`src/rtl/ilock_pkg.sv`:
```
package ilock_pkg;

    localparam int INSTR_W  = 16;
    localparam int RA_W     = 3;
    localparam int NUM_REGS = 1 << RA_W;
    localparam int FIELD_W  = 2 + 3 * RA_W;
    localparam int FIELD_LO = INSTR_W - FIELD_W;

    typedef enum logic [1:0] {
        OP_ADD = 2'b00,
        OP_SUB = 2'b01,
        OP_MUL = 2'b10,
        OP_MOV = 2'b11
    } op_e;

    typedef struct packed {
        op_e             op;
        logic [RA_W-1:0] rd;
        logic [RA_W-1:0] rs1;
        logic [RA_W-1:0] rs2;
    } fields_t;

    typedef struct packed {
        logic    valid;
        fields_t f;
    } fd_slot_t;

    typedef struct packed {
        logic            valid;
        op_e             op;
        logic [RA_W-1:0] rd;
    } de_ctl_t;

    function automatic logic reads_rs2(op_e op);
        return op != OP_MOV;
    endfunction

    function automatic logic [INSTR_W-1:0] enc(op_e op, logic [RA_W-1:0] rd,
                                               logic [RA_W-1:0] rs1,
                                               logic [RA_W-1:0] rs2);
        return {op, rd, rs1, rs2, {FIELD_LO{1'b0}}};
    endfunction

endpackage

```
`src/rtl/ilock_fetch.sv`:
```
module ilock_fetch
    import ilock_pkg::*;
#(
    parameter int ROM_DEPTH = 16,
    parameter int PROG_LEN  = 16,
    parameter logic [ROM_DEPTH*INSTR_W-1:0] ROM_IMAGE = '0,
    localparam int IDX_W = (ROM_DEPTH > 1) ? $clog2(ROM_DEPTH) : 1,
    localparam int PC_W  = $clog2(ROM_DEPTH + 1)
) (
    input  logic            clk,
    input  logic            rst,
    input  logic            hold,
    output logic            f_valid,
    output fields_t         f_fields,
    output logic [PC_W-1:0] pc
);

    localparam logic [PC_W-1:0] LEN_P = PC_W'(PROG_LEN);

    fields_t rom [ROM_DEPTH];

    for (genvar g = 0; g < ROM_DEPTH; g++) begin : g_rom
        assign rom[g] = fields_t'(ROM_IMAGE[g*INSTR_W + FIELD_LO +: FIELD_W]);
    end

    logic [IDX_W-1:0] idx;
    assign idx      = IDX_W'(pc);
    assign f_valid  = pc < LEN_P;
    assign f_fields = f_valid ? rom[idx] : '0;

    always_ff @(posedge clk) begin
        if (rst) begin
            pc <= '0;
        end else if (!hold && f_valid) begin
            pc <= pc + 1'b1;
        end
    end

endmodule

```
`src/rtl/ilock_regfile.sv`:
```
module ilock_regfile
    import ilock_pkg::*;
#(
    parameter int DATA_W = 16
) (
    input  logic              clk,
    input  logic              rst,
    input  logic [RA_W-1:0]   ra1,
    input  logic [RA_W-1:0]   ra2,
    output logic [DATA_W-1:0] rd1,
    output logic [DATA_W-1:0] rd2,
    input  logic              we,
    input  logic [RA_W-1:0]   wa,
    input  logic [DATA_W-1:0] wd
);

    logic [DATA_W-1:0] regs [NUM_REGS];

    for (genvar g = 0; g < NUM_REGS; g++) begin : g_reg
        logic [DATA_W-1:0] q;
        always_ff @(posedge clk) begin
            if (rst) begin
                q <= DATA_W'(g);
            end else if (we && wa == RA_W'(g)) begin
                q <= wd;
            end
        end
        assign regs[g] = q;
    end

    // Reads see the stored value only; a same-cycle write is not forwarded.
    assign rd1 = regs[ra1];
    assign rd2 = regs[ra2];

endmodule

```
`src/rtl/ilock_hazard.sv`:
```
module ilock_hazard
    import ilock_pkg::*;
#(
    parameter int N_WATCH = 2
) (
    input  logic            d_valid,
    input  fields_t         d_fields,
    input  logic            watch_valid [N_WATCH],
    input  logic [RA_W-1:0] watch_rd    [N_WATCH],
    output logic            hazard
);

    logic [N_WATCH-1:0] hit1;
    logic [N_WATCH-1:0] hit2;

    for (genvar g = 0; g < N_WATCH; g++) begin : g_cmp
        assign hit1[g] = watch_valid[g] && (watch_rd[g] == d_fields.rs1);
        assign hit2[g] = watch_valid[g] && (watch_rd[g] == d_fields.rs2);
    end

    assign hazard = d_valid &&
                    ((|hit1) || (reads_rs2(d_fields.op) && (|hit2)));

endmodule

```
`src/rtl/ilock_execute.sv`:
```
module ilock_execute
    import ilock_pkg::*;
#(
    parameter int DATA_W  = 16,
    parameter int MUL_LAT = 3,
    localparam int CNT_W  = (MUL_LAT > 1) ? $clog2(MUL_LAT) : 1
) (
    input  logic              clk,
    input  logic              rst,
    input  logic              in_valid,
    input  op_e               op,
    input  logic [DATA_W-1:0] a,
    input  logic [DATA_W-1:0] b,
    output logic [DATA_W-1:0] result,
    output logic              done,
    output logic              hold
);

    localparam logic [CNT_W-1:0] LAST = CNT_W'(MUL_LAT - 1);

    logic [CNT_W-1:0]  cnt;
    logic [DATA_W-1:0] prod;

    assign prod = a * b;
    assign done = in_valid && ((op != OP_MUL) || (cnt == LAST));
    assign hold = in_valid && !done;

    always_ff @(posedge clk) begin
        if (rst) begin
            cnt <= '0;
        end else if (hold) begin
            cnt <= cnt + 1'b1;
        end else begin
            cnt <= '0;
        end
    end

    always_comb begin
        unique case (op)
            OP_ADD:  result = a + b;
            OP_SUB:  result = a - b;
            OP_MUL:  result = prod;
            default: result = a;
        endcase
    end

endmodule

```
`src/rtl/inorder_pipe4.sv`:
```
module inorder_pipe4
    import ilock_pkg::*;
#(
    parameter int DATA_W    = 16,
    parameter int MUL_LAT   = 3,
    parameter int ROM_DEPTH = 16,
    parameter int PROG_LEN  = 16,
    parameter int CNT_W     = 32,
    parameter logic [ROM_DEPTH*INSTR_W-1:0] ROM_IMAGE = '0,
    localparam int PC_W     = $clog2(ROM_DEPTH + 1)
) (
    input  logic              clk,
    input  logic              rst,
    output logic              wb_valid,
    output logic [RA_W-1:0]   wb_rd,
    output logic [DATA_W-1:0] wb_data,
    output logic [CNT_W-1:0]  retired_count,
    output logic [CNT_W-1:0]  cycle_count
);

    // Fetch stage
    logic            f_valid;
    fields_t         f_fields;
    logic [PC_W-1:0] pc;
    logic            d_stall;

    ilock_fetch #(
        .ROM_DEPTH (ROM_DEPTH),
        .PROG_LEN  (PROG_LEN),
        .ROM_IMAGE (ROM_IMAGE)
    ) u_fetch (
        .clk      (clk),
        .rst      (rst),
        .hold     (d_stall),
        .f_valid  (f_valid),
        .f_fields (f_fields),
        .pc       (pc)
    );

    // Fetch/decode buffer
    fd_slot_t fd_q;

    always_ff @(posedge clk) begin
        if (rst) begin
            fd_q <= '0;
        end else if (!d_stall) begin
            fd_q <= '{valid: f_valid, f: f_fields};
        end
    end

    // Decode: operand read and interlock
    de_ctl_t           de_q;
    logic [DATA_W-1:0] de_a;
    logic [DATA_W-1:0] de_b;
    logic              ew_valid;
    logic [RA_W-1:0]   ew_rd;
    logic [DATA_W-1:0] ew_data;
    logic [DATA_W-1:0] op_a;
    logic [DATA_W-1:0] op_b;
    logic              hazard;
    logic              e_hold;
    logic              e_done;
    logic              de_valid;
    logic [DATA_W-1:0] e_result;

    ilock_regfile #(.DATA_W(DATA_W)) u_rf (
        .clk (clk),
        .rst (rst),
        .ra1 (fd_q.f.rs1),
        .ra2 (fd_q.f.rs2),
        .rd1 (op_a),
        .rd2 (op_b),
        .we  (ew_valid),
        .wa  (ew_rd),
        .wd  (ew_data)
    );

    logic            watch_valid [2];
    logic [RA_W-1:0] watch_rd    [2];

    assign watch_valid[0] = de_q.valid;
    assign watch_rd[0]    = de_q.rd;
    assign watch_valid[1] = ew_valid;
    assign watch_rd[1]    = ew_rd;

    ilock_hazard #(.N_WATCH(2)) u_hazard (
        .d_valid     (fd_q.valid),
        .d_fields    (fd_q.f),
        .watch_valid (watch_valid),
        .watch_rd    (watch_rd),
        .hazard      (hazard)
    );

    assign d_stall  = hazard || e_hold;
    assign de_valid = de_q.valid;

    // Decode/execute buffer: holds while execute is busy, else bubble on hazard
    always_ff @(posedge clk) begin
        if (rst) begin
            de_q <= '0;
            de_a <= '0;
            de_b <= '0;
        end else if (!e_hold) begin
            de_q.valid <= fd_q.valid && !hazard;
            de_q.op    <= fd_q.f.op;
            de_q.rd    <= fd_q.f.rd;
            de_a       <= op_a;
            de_b       <= op_b;
        end
    end

    // Execute
    ilock_execute #(
        .DATA_W  (DATA_W),
        .MUL_LAT (MUL_LAT)
    ) u_exec (
        .clk      (clk),
        .rst      (rst),
        .in_valid (de_q.valid),
        .op       (de_q.op),
        .a        (de_a),
        .b        (de_b),
        .result   (e_result),
        .done     (e_done),
        .hold     (e_hold)
    );

    // Execute/writeback buffer
    always_ff @(posedge clk) begin
        if (rst) begin
            ew_valid <= 1'b0;
            ew_rd    <= '0;
            ew_data  <= '0;
        end else begin
            ew_valid <= e_done;
            ew_rd    <= de_q.rd;
            ew_data  <= e_result;
        end
    end

    // Counters
    always_ff @(posedge clk) begin
        if (rst) begin
            retired_count <= '0;
            cycle_count   <= '0;
        end else begin
            cycle_count <= cycle_count + 1'b1;
            if (ew_valid) begin
                retired_count <= retired_count + 1'b1;
            end
        end
    end

    assign wb_valid = ew_valid;
    assign wb_rd    = ew_rd;
    assign wb_data  = ew_data;

endmodule

```
`config.mk`:
```
export PLATFORM = sky130hd
export DESIGN_NAME = inorder_pipe4
export DESIGN_NICKNAME = d
export VERILOG_FILES = /design/src/rtl/ilock_pkg.sv /design/src/rtl/ilock_fetch.sv /design/src/rtl/ilock_regfile.sv /design/src/rtl/ilock_hazard.sv /design/src/rtl/ilock_execute.sv /design/src/rtl/inorder_pipe4.sv
export SDC_FILE = /design/constraint.sdc
export NUM_CORES = 1
export LEC_CHECK = 0
export ABC_AREA = 0
export BUFFER_PORTS_ARGS = -buffer_cell sky130_fd_sc_hd__buf_2
export CAP_MARGIN = 25
export CORE_UTILIZATION = 50
export CTS_CLUSTER_DIAMETER = 40
export DETAILED_ROUTE_END_ITERATION = 16
export PLACE_DENSITY = 0.67
export SLEW_MARGIN = 20
export SYNTH_ARGS = -nofsm -noshare
export SYNTH_HDL_FRONTEND = slang
export SYNTH_HIERARCHICAL = 1
export SYNTH_SLANG_ARGS = --single-unit
```
`constraint.sdc`:
```
create_clock -name clk -period 6.3 [get_ports clk]
set_input_delay 0.315 -clock clk [delete_from_list [all_inputs] [get_ports clk]]
set_output_delay 0.315 -clock clk [all_outputs]
set_load 0.05 [all_outputs]
```
======== Word level (Yosys, flattened, before mapping) ========
Memory sizes are Yosys's and may differ from the RTL's.
Index checks and enable logic that the tools add are counted.
word-level totals
  flip-flop bits (word level) ............. 269
  ROM bits ................................ 176
  output and inout bits ................... 84
  word-level logic and storage cells ...... 96
  memories kept ........................... 1
cells by class
  $add $sub $neg .......................... 6
  multiply operators ...................... 1
  order comparisons ....................... 4
  equality and inequality tests ........... 16
  muxes and demuxes ....................... 10
  bitwise logic cells ..................... 4
  reductions and logical operators ........ 29
memory list
  memory           depth  bits a word  rd ports  clocked after memory_dff  wr ports  line               source
  (no name shown)  16     11           1         0                         0         ilock_fetch.sv:29  assign f_fields = f_valid ? rom[idx] : '0;
operator list
  operator                                                         count
  16-bit binary-select mux with 3-bit select                       2
  32-bit by 1-bit adder with 32-bit output, second input constant  2
  16-bit two-way mux                                               4
  16-bit one-hot mux with 3 select lines                           1
  11-bit two-way mux                                               3
  1-bit logical AND                                                18
  16-bit adder                                                     1
  16-bit by 16-bit multiplier with 16-bit output                   1
  16-bit subtractor                                                1
  3-bit == test                                                    4
  3-bit == test, second input constant                             4
  4-bit >= comparator, second input constant                       2
  3-bit NOT with 4-bit output                                      2
  3-bit by 2-bit == test with 1-bit output, second input constant  2
  2-bit OR reduction                                               3
  5-bit by 1-bit adder with 5-bit output, second input constant    1
  5-bit >= comparator, second input constant                       1
  5-bit less-than comparator, second input constant                1
  4-bit NOT with 5-bit output                                      1
  2-bit == test, second input constant                             2
  2-bit != test, second input constant                             2
  3-bit by 1-bit == test with 1-bit output, second input constant  1
  1-bit zero test                                                  3
  3-bit zero test                                                  1
  5 further kinds                                                  7

======== Longest topological paths before layout ========
Gate-level depths: netlist (run 1).
  depth in word-level cells ............... 9
  depth in mapped cells ................... 23
  depth with buffers taken out ............ 21

======== By module ========
The synthesis (run 1) kept the hierarchy.
modules (own cells, without submodules)
  module         instances  cells each  area an instance (um^2)  seq. area each (um^2)
  ilock_regfile  1          705         6899.1                   2562.5
  ilock_execute  1          676         5378.9                   40.0
  inorder_pipe4  1          564         5327.6                   2682.6
  ilock_fetch    1          34          296.5                    100.1
  ilock_hazard   1          19          148.9                    0.0

======== Worst setup path before layout (run 1) ========
OpenSTA, ideal clock, no wires.
  path type ............................... flip-flop to flip-flop
  start ................................... register de_b[2]
  end ..................................... register ew_data[14] (netlist: wb_data[14])
  library setup time ...................... 0.128 ns
  arrival time ............................ 5.529 ns
  setup slack ............................. 0.643 ns
  cell stages (with the launch flop) ...... 22
  buffers on the path ..................... 2
  clock period less this slack ............ 5.657 ns
  cell sequence ........................... dfxtp_1 clkbuf_1 clkbuf_1 nand2_1 fa_1 fa_1 fa_1 fa_1 inv_1 fa_1 inv_1 fa_1 inv_1 ha_1 nand3_1 nand2_1 a41o_1 o41a_1 xnor2_1 o21ai_0 mux2_2 nor2b_1
between the ends
  cells in the longest elaborated chain, start to end .. 2
  elaborated cells on any way between the ends .. 4
  classes of those cells .................. add/sub (2); mul (1); mux (1)
ends and longest elaborated chain
  element                                                                       line                  source
  from (decl)                                                                   inorder_pipe4.sv:54   logic [DATA_W-1:0] de_b;
  from (signal assigned)                                                        inorder_pipe4.sv:108  de_b <= op_b;
  16-bit by 16-bit multiplier with 16-bit output, or another cell as far along  ilock_execute.sv:24   assign prod = a * b;
  16-bit one-hot mux with 3 select lines *                                      ilock_execute.sv:39   unique case (op)
  named net e_result[14]                                                        inorder_pipe4.sv:64   logic [DATA_W-1:0] e_result;
  to (signal assigned)                                                          inorder_pipe4.sv:137  ew_data <= e_result;
  to (decl)                                                                     inorder_pipe4.sv:57   logic [DATA_W-1:0] ew_data;
Mark *: on every way through the listed nets, which the timed path passes. The rest lies on a longest branch.
A chain may end at the register's enable or synchronous reset.

======== Worst setup path in the final report (run 1) ========
  start ................................... register de_b[3]
  end ..................................... register ew_data[15] (netlist: wb_data[15])
The elaborated chain is that of the path after synthesis.

==> metrics.cfg, run 1 <==
[outcome]
status=complete, no violations

[placed_design]
hpwlAfterDp_um=31200
globalplace.congestion=0.904
placed_cells=2428
placement.io_buffers=85

[global_route]
grt_overflow=0
grt_usage_pct=26.1
grt_max_degree=233
antenna_found_initial=0
first_global_vias=13900
grt_first_pass_wirelength_um=75100

[sta]
finalHoldViolCount=0
tns_ns=0
setup_viol=0
rsz0062_at_grt=false
relSlewSlack_pct=26.9
worst_pin_slew_ns=1.10
fmax_mhz=166
finClkSkew_ns=0.0138
drv_slew=0
period_share_pct=95.8
fin_crit_ns=6.04

[routing]
first_pass_iters=5
drt-initial-drc-count=1394
routed_wl_um=47800
final_antenna_net_count=0
drc=0
wl_per_cell_um=19.1
vias_per_cell=5.79
vias=14500

[die]
die-area_mm2=0.0369
rows=69
core_area_mm2=0.0356
dieWidth_um=192
io_pins=86
dieHeight_um=192
start_util_pct=50.7

[cells_and_area]
n_antenna_cell=0
drive_gt1_share_pct=13.3
fin_nets=2164
final_common_cell=nand2_1
fin_cells=2502
synthToLayoutAreaGrowth_pct=10.4
final_cell_mix=nand2_1, dfxtp_1, a21oi_1

[synthesis]
synth_ff_type=dfxtp_1
synthAdderAreaFrac_pct=13.8
synth_top_family_by_area=simple AND/OR/NAND/NOR gates
postSynthAreaPerCell_um2=9.03
postSynthCellCount=1998
synth_mux_area_share_pct=13.8
netlist_area_mm2=0.0181
ys_seq_elements=269
ys_types=77
synthXorXnorAreaFrac_pct=4.96
seq_area_frac_synth_pct=29.8
yosys.area.top_type=dfxtp_1
synth-simple-area-share_pct=20.8
synth_edf_count=0
async_flop_share_pct=0
synth_top_cell_area_share_pct=29.8
ys.warnings.count=6
synth_compound_area_share_pct=8.89
synthTopCellsByArea=dfxtp_1, fa_1, nand2_1

[clock_tree]
root_buffer=clkbuf_16
clk_pin_slew_worst_paths_ns=0.06
postCtsResizedCells=0
cts_made_buffers=41
clockBufferDepth=3
cts_tree=yes
cts_setup_buffers=0
hold_buffers=0
insertion_delay_ns=0.54
htreeDepth=2
cts.sinks=269

[critical_path]
cp.required_ns=6.68
arrival_ns=6.41
cp-end-kind=flip-flop
cp_max_fo=16
critPathLaunchType=flip-flop
worstSetupPathType=flip-flop to flip-flop

[flow_run]
maxCapViolations=0

[pwr]
p_leak_nw=8.09
max-vdd-ir-drop_mv=0.155
power_mw=4.94
p_per_area_mw_per_mm2=248

[hold_path]
min_path_type=input pin to flip-flop

power by group:
group | switching (mW) | internal [mW]
registers | 0.129 | 1.75
clock network | 0.878 | 1.59
logic | 0.365 | 0.225
metal layers:
metal	part of all wire (%)	GRT usage, %	up-vias
met5	0	0	-
met4	2.1	7.75	0
met3	6.1	3.58	84
met2	48	43.4	499
met1	44	35.2	7110
li1	-	-	6788
kinds of logic after synthesis:
kind of cell,count (synthesis)
AOI/OAI and AO/OA,284
xor gates and xnor gates,99
adders and majority gates,151
buffers and inverters,285
DFF,269
muxes,146
other,1
and+or+nand+nor,763
worst paths after layout:
kind,slack [ns],to,startpoint,depth (start not counted)
worst min register to register,0.41,u_exec/cnt[0]$_SDFF_PP0_,u_exec/cnt[0]$_SDFF_PP0_,1
worst max-delay path,0.26,wb_data[15]$_SDFF_PP0_,de_b[3]$_SDFFE_PP0N_,18
worst max register to register,0.26,wb_data[15]$_SDFF_PP0_,de_b[3]$_SDFFE_PP0N_,18
worst min-delay path,0.15,cycle_count[10]$_SDFF_PP0_,rst,2
area by class of cell:
type                            count  area (um2)
Sequential cell                   269        5390
Multi-Input combinational cell   1454       11300
Tap cell                          461         577
Timing Repair Buffer              118         714
Clock buffer                       46        1090
Inverter                          127         477
Fill cell                        3178       15600
Clock inverter                     27         400
synthesized netlist by cell type, types with 39 or more instances:
cell type,n
a21oi_1,189
buf_4,44
nor2_1,99
and2_1,74
xnor2_1,57
mux4_1,50
ha_1,70
xor2_1,39
dfxtp_1,269
inv_1,126
clkbuf_1,68
nand2_1,389
mux2i_1,45
fa_1,81
worst max-delay path, stage by stage (launching register included):
cell and delay [ns]:
dfxtp_1 0.72, nand2_1 0.18, fa_1 0.59, fa_1 0.45, fa_1 0.49, fa_1 0.49
inv_1 0.05, fa_1 0.52, inv_1 0.05, fa_1 0.52, inv_1 0.05, ha_1 0.36
nand3_1 0.12, a21oi_1 0.06, nor4_1 0.62, o21ai_0 0.18, a31oi_1 0.20, mux2i_1 0.08
nor2b_1 0.13
flip-flops by register name, summed over array words and instances, names as in the netlist:
register and count:
u_fetch/pc 5, u_exec/cnt 2, u_rf/g.q 128, de_b 16, wb_valid 1, retired_count 32
wb_data 16, de_q 5, cycle_count 32, fd_q 12, de_valid 1, wb_rd 3
de_a 16
metrics by stage:
step	area, um2	util, %	hold slack (ns)	worst slack [ns]
6_report	19900	56.0	0.154	0.265
5_1_grt	19900	56.0	0.166	0.0268
4_1_cts	19900	56.0	0.144	0.349
3_5_place_dp	18400	51.8	0.413	0.375
3_3_place_gp	18400	51.7	0.400	0.516
2_1_floorplan	18100	-	0.384	0.643
No activity file was read; power rests on OpenSTA's default activity.
==> run 2, diff against run 1 <==
--- a/config.mk
+++ b/config.mk
@@ -12,6 +12,7 @@
 export CTS_CLUSTER_DIAMETER = 40
 export DETAILED_ROUTE_END_ITERATION = 16
 export PLACE_DENSITY = 0.67
+export REMOVE_ABC_BUFFERS = 1
 export SLEW_MARGIN = 20
 export SYNTH_ARGS = -nofsm -noshare
 export SYNTH_HDL_FRONTEND = slang
==> run 2 against run 1 <==
  * Maximum frequency rose by 2.2%
  * Combinational power increased by 0.8%
  * Utilization about the same
  * Critical path depth is 1 higher
  * Sequential cell count stayed put
  * Clock power is essentially flat
  * Clock-buffer cell count is 3 higher
  * Largest power group unchanged
==> metrics.cfg, run 2 (same netlist as run 1, synthesis figures left out) <==
[clock_tree]
postCtsResizedCells=0
cts_tree=yes
hold_buffers=0
root_buffer=clkbuf_16
clk_pin_slew_worst_paths_ns=0.06
cts_made_buffers=43
cts.sinks=269
htreeDepth=2
cts_setup_buffers=0
clockBufferDepth=3
insertion_delay_ns=0.57

[critical_path]
critPathLaunchType=flip-flop
cp.required_ns=6.71
crit_start=de_b[5]$_SDFFE_PP0N_
arrival_ns=6.32
cp-end-kind=flip-flop
r2r-start=de_b[5]$_SDFFE_PP0N_
cp_max_fo=12
worstSetupPathType=flip-flop to flip-flop

[routing]
wl_per_cell_um=19.0
drc=0
routed_wl_um=47700
vias=14400
drt-initial-drc-count=1001
final_antenna_net_count=0
first_pass_iters=5
vias_per_cell=5.76

[pwr]
max-vdd-ir-drop_mv=0.215
sw_frac_of_total_pct=29.1
clkPwrFrac_pct=50.0
power_frac_seq_pct=37.9
combPwrFrac_pct=12.1
p_switching_mw=1.43
power_mw=4.93
p_per_area_mw_per_mm2=248
p_int_mw=3.50
p_leak_nw=8.08

[cells_and_area]
n_antenna_cell=0
synthToLayoutAreaGrowth_pct=10.4
regMostFlops=u_rf/g.q
fin_nets=2163
final_cell_mix=nand2_1, dfxtp_1, a21oi_1
largest_reg_flops=128
largestRegisters=u_rf/g.q: 128 flops, cycle_count: 32 flops, retired_count: 32 flops
drive_gt1_share_pct=13.4
final_common_cell=nand2_1

[sta]
finClkSkew_ns=0.0195
fmax_mhz=169
rsz0062_at_grt=false
fin_crit_ns=5.90
setup_viol=0
drv_slew=0
timing.hold.ws_ns=0.319
tns_ns=0
relSlewSlack_pct=26.5
finalHoldViolCount=0
worst_pin_slew_ns=1.10
period_share_pct=93.7
setup_slack_ns=0.395

[placed_design]
hpwlAfterDp_um=31700
globalplace.congestion=0.889
placement.io_buffers=85
pre_cts_ws_ns=0.448

[global_route]
grt_overflow=0
antenna_found_initial=0
first_global_vias=14000
grt_usage_pct=26.0
grt_first_pass_wirelength_um=75300
grt_max_degree=187

[die]
start_util_pct=50.7
io_pins=86
core_area_mm2=0.0356
rows=69
die-area_mm2=0.0369
dieHeight_um=192
dieWidth_um=192

[outcome]
status=complete, no violations

[flow_run]
maxCapViolations=0

[hold_path]
hold_start=rst
min_path_type=input pin to flip-flop

run 2: changes by cell type in the layout (fill, tap and decap cells not counted), sizes merged:
cell / delta
inv: +6
buf: -3
bufinv: -3
clkbuf: +3
clkinv: +1
run 2: metrics by stage:
| stage | util [%] | instances | area, um2 |
|---|---|---|---|
| 2_1_floorplan | - | 1850 | 17100 |
| 4_1_cts | 56.0 | 2506 | 19900 |
| 6_report | 56.0 | 2506 | 19900 |
| 5_1_grt | 56.0 | 2506 | 19900 |
| 3_5_place_dp | 51.8 | 2426 | 18400 |
| 3_3_place_gp | 51.7 | 2423 | 18400 |
run 2: metal layers:
layer | global-route usage (%) | wire, um
met1 | 33.8 | 20600
met2 | 43.1 | 22400
met3 | 4.51 | 3280
met4 | 9.72 | 1400
met5 | 0 | 0
run 2: power groups by stage:
stage | clock (mW) | combinational, mW | sequential (mW)
after floorplan | 0 | 0.304 | 1.98
after global placement | 0 | 0.579 | 1.90
after detailed placement | 0 | 0.587 | 1.90
after CTS | 2.50 | 0.593 | 1.87
after global routing | 2.59 | 0.638 | 1.88
final | 2.47 | 0.596 | 1.87
run 2: critical path, cell delays in order (launching register included):
cell     delay, ns
dfxtp_1       0.62
buf_4         0.23
nand2_1       0.08
fa_1          0.50
fa_1          0.56
inv_1         0.06
fa_1          0.47
fa_1          0.50
inv_1         0.06
fa_1          0.50
fa_1          0.45
xor2_1        0.16
xnor2_1       0.19
xnor2_1       0.10
xnor2_1       0.21
xnor3_1       0.36
or3_1         0.32
a31oi_1       0.16
mux2i_1       0.08
nor2b_1       0.14
run 2: area by class of cell:
class / instances / area (um2)
clock buffers: 49 / 1120
clock inverters: 31 / 393
fillers: 3166 / 15600
inverters: 127 / 477
multi-input cells: 1454 / 11300
flip-flops and latches: 269 / 5390
well taps: 461 / 577
repair buffers: 115 / 687
run 2: worst paths after layout:
path,endpoint,slack [ns],depth (start not counted)
max,wb_data[15]$_SDFF_PP0_,0.40,19
min,de_b[11]$_SDFFE_PP0N_,0.32,2
max reg2reg,wb_data[15]$_SDFF_PP0_,0.40,19
min reg2reg,u_exec/cnt[0]$_SDFF_PP0_,0.42,1
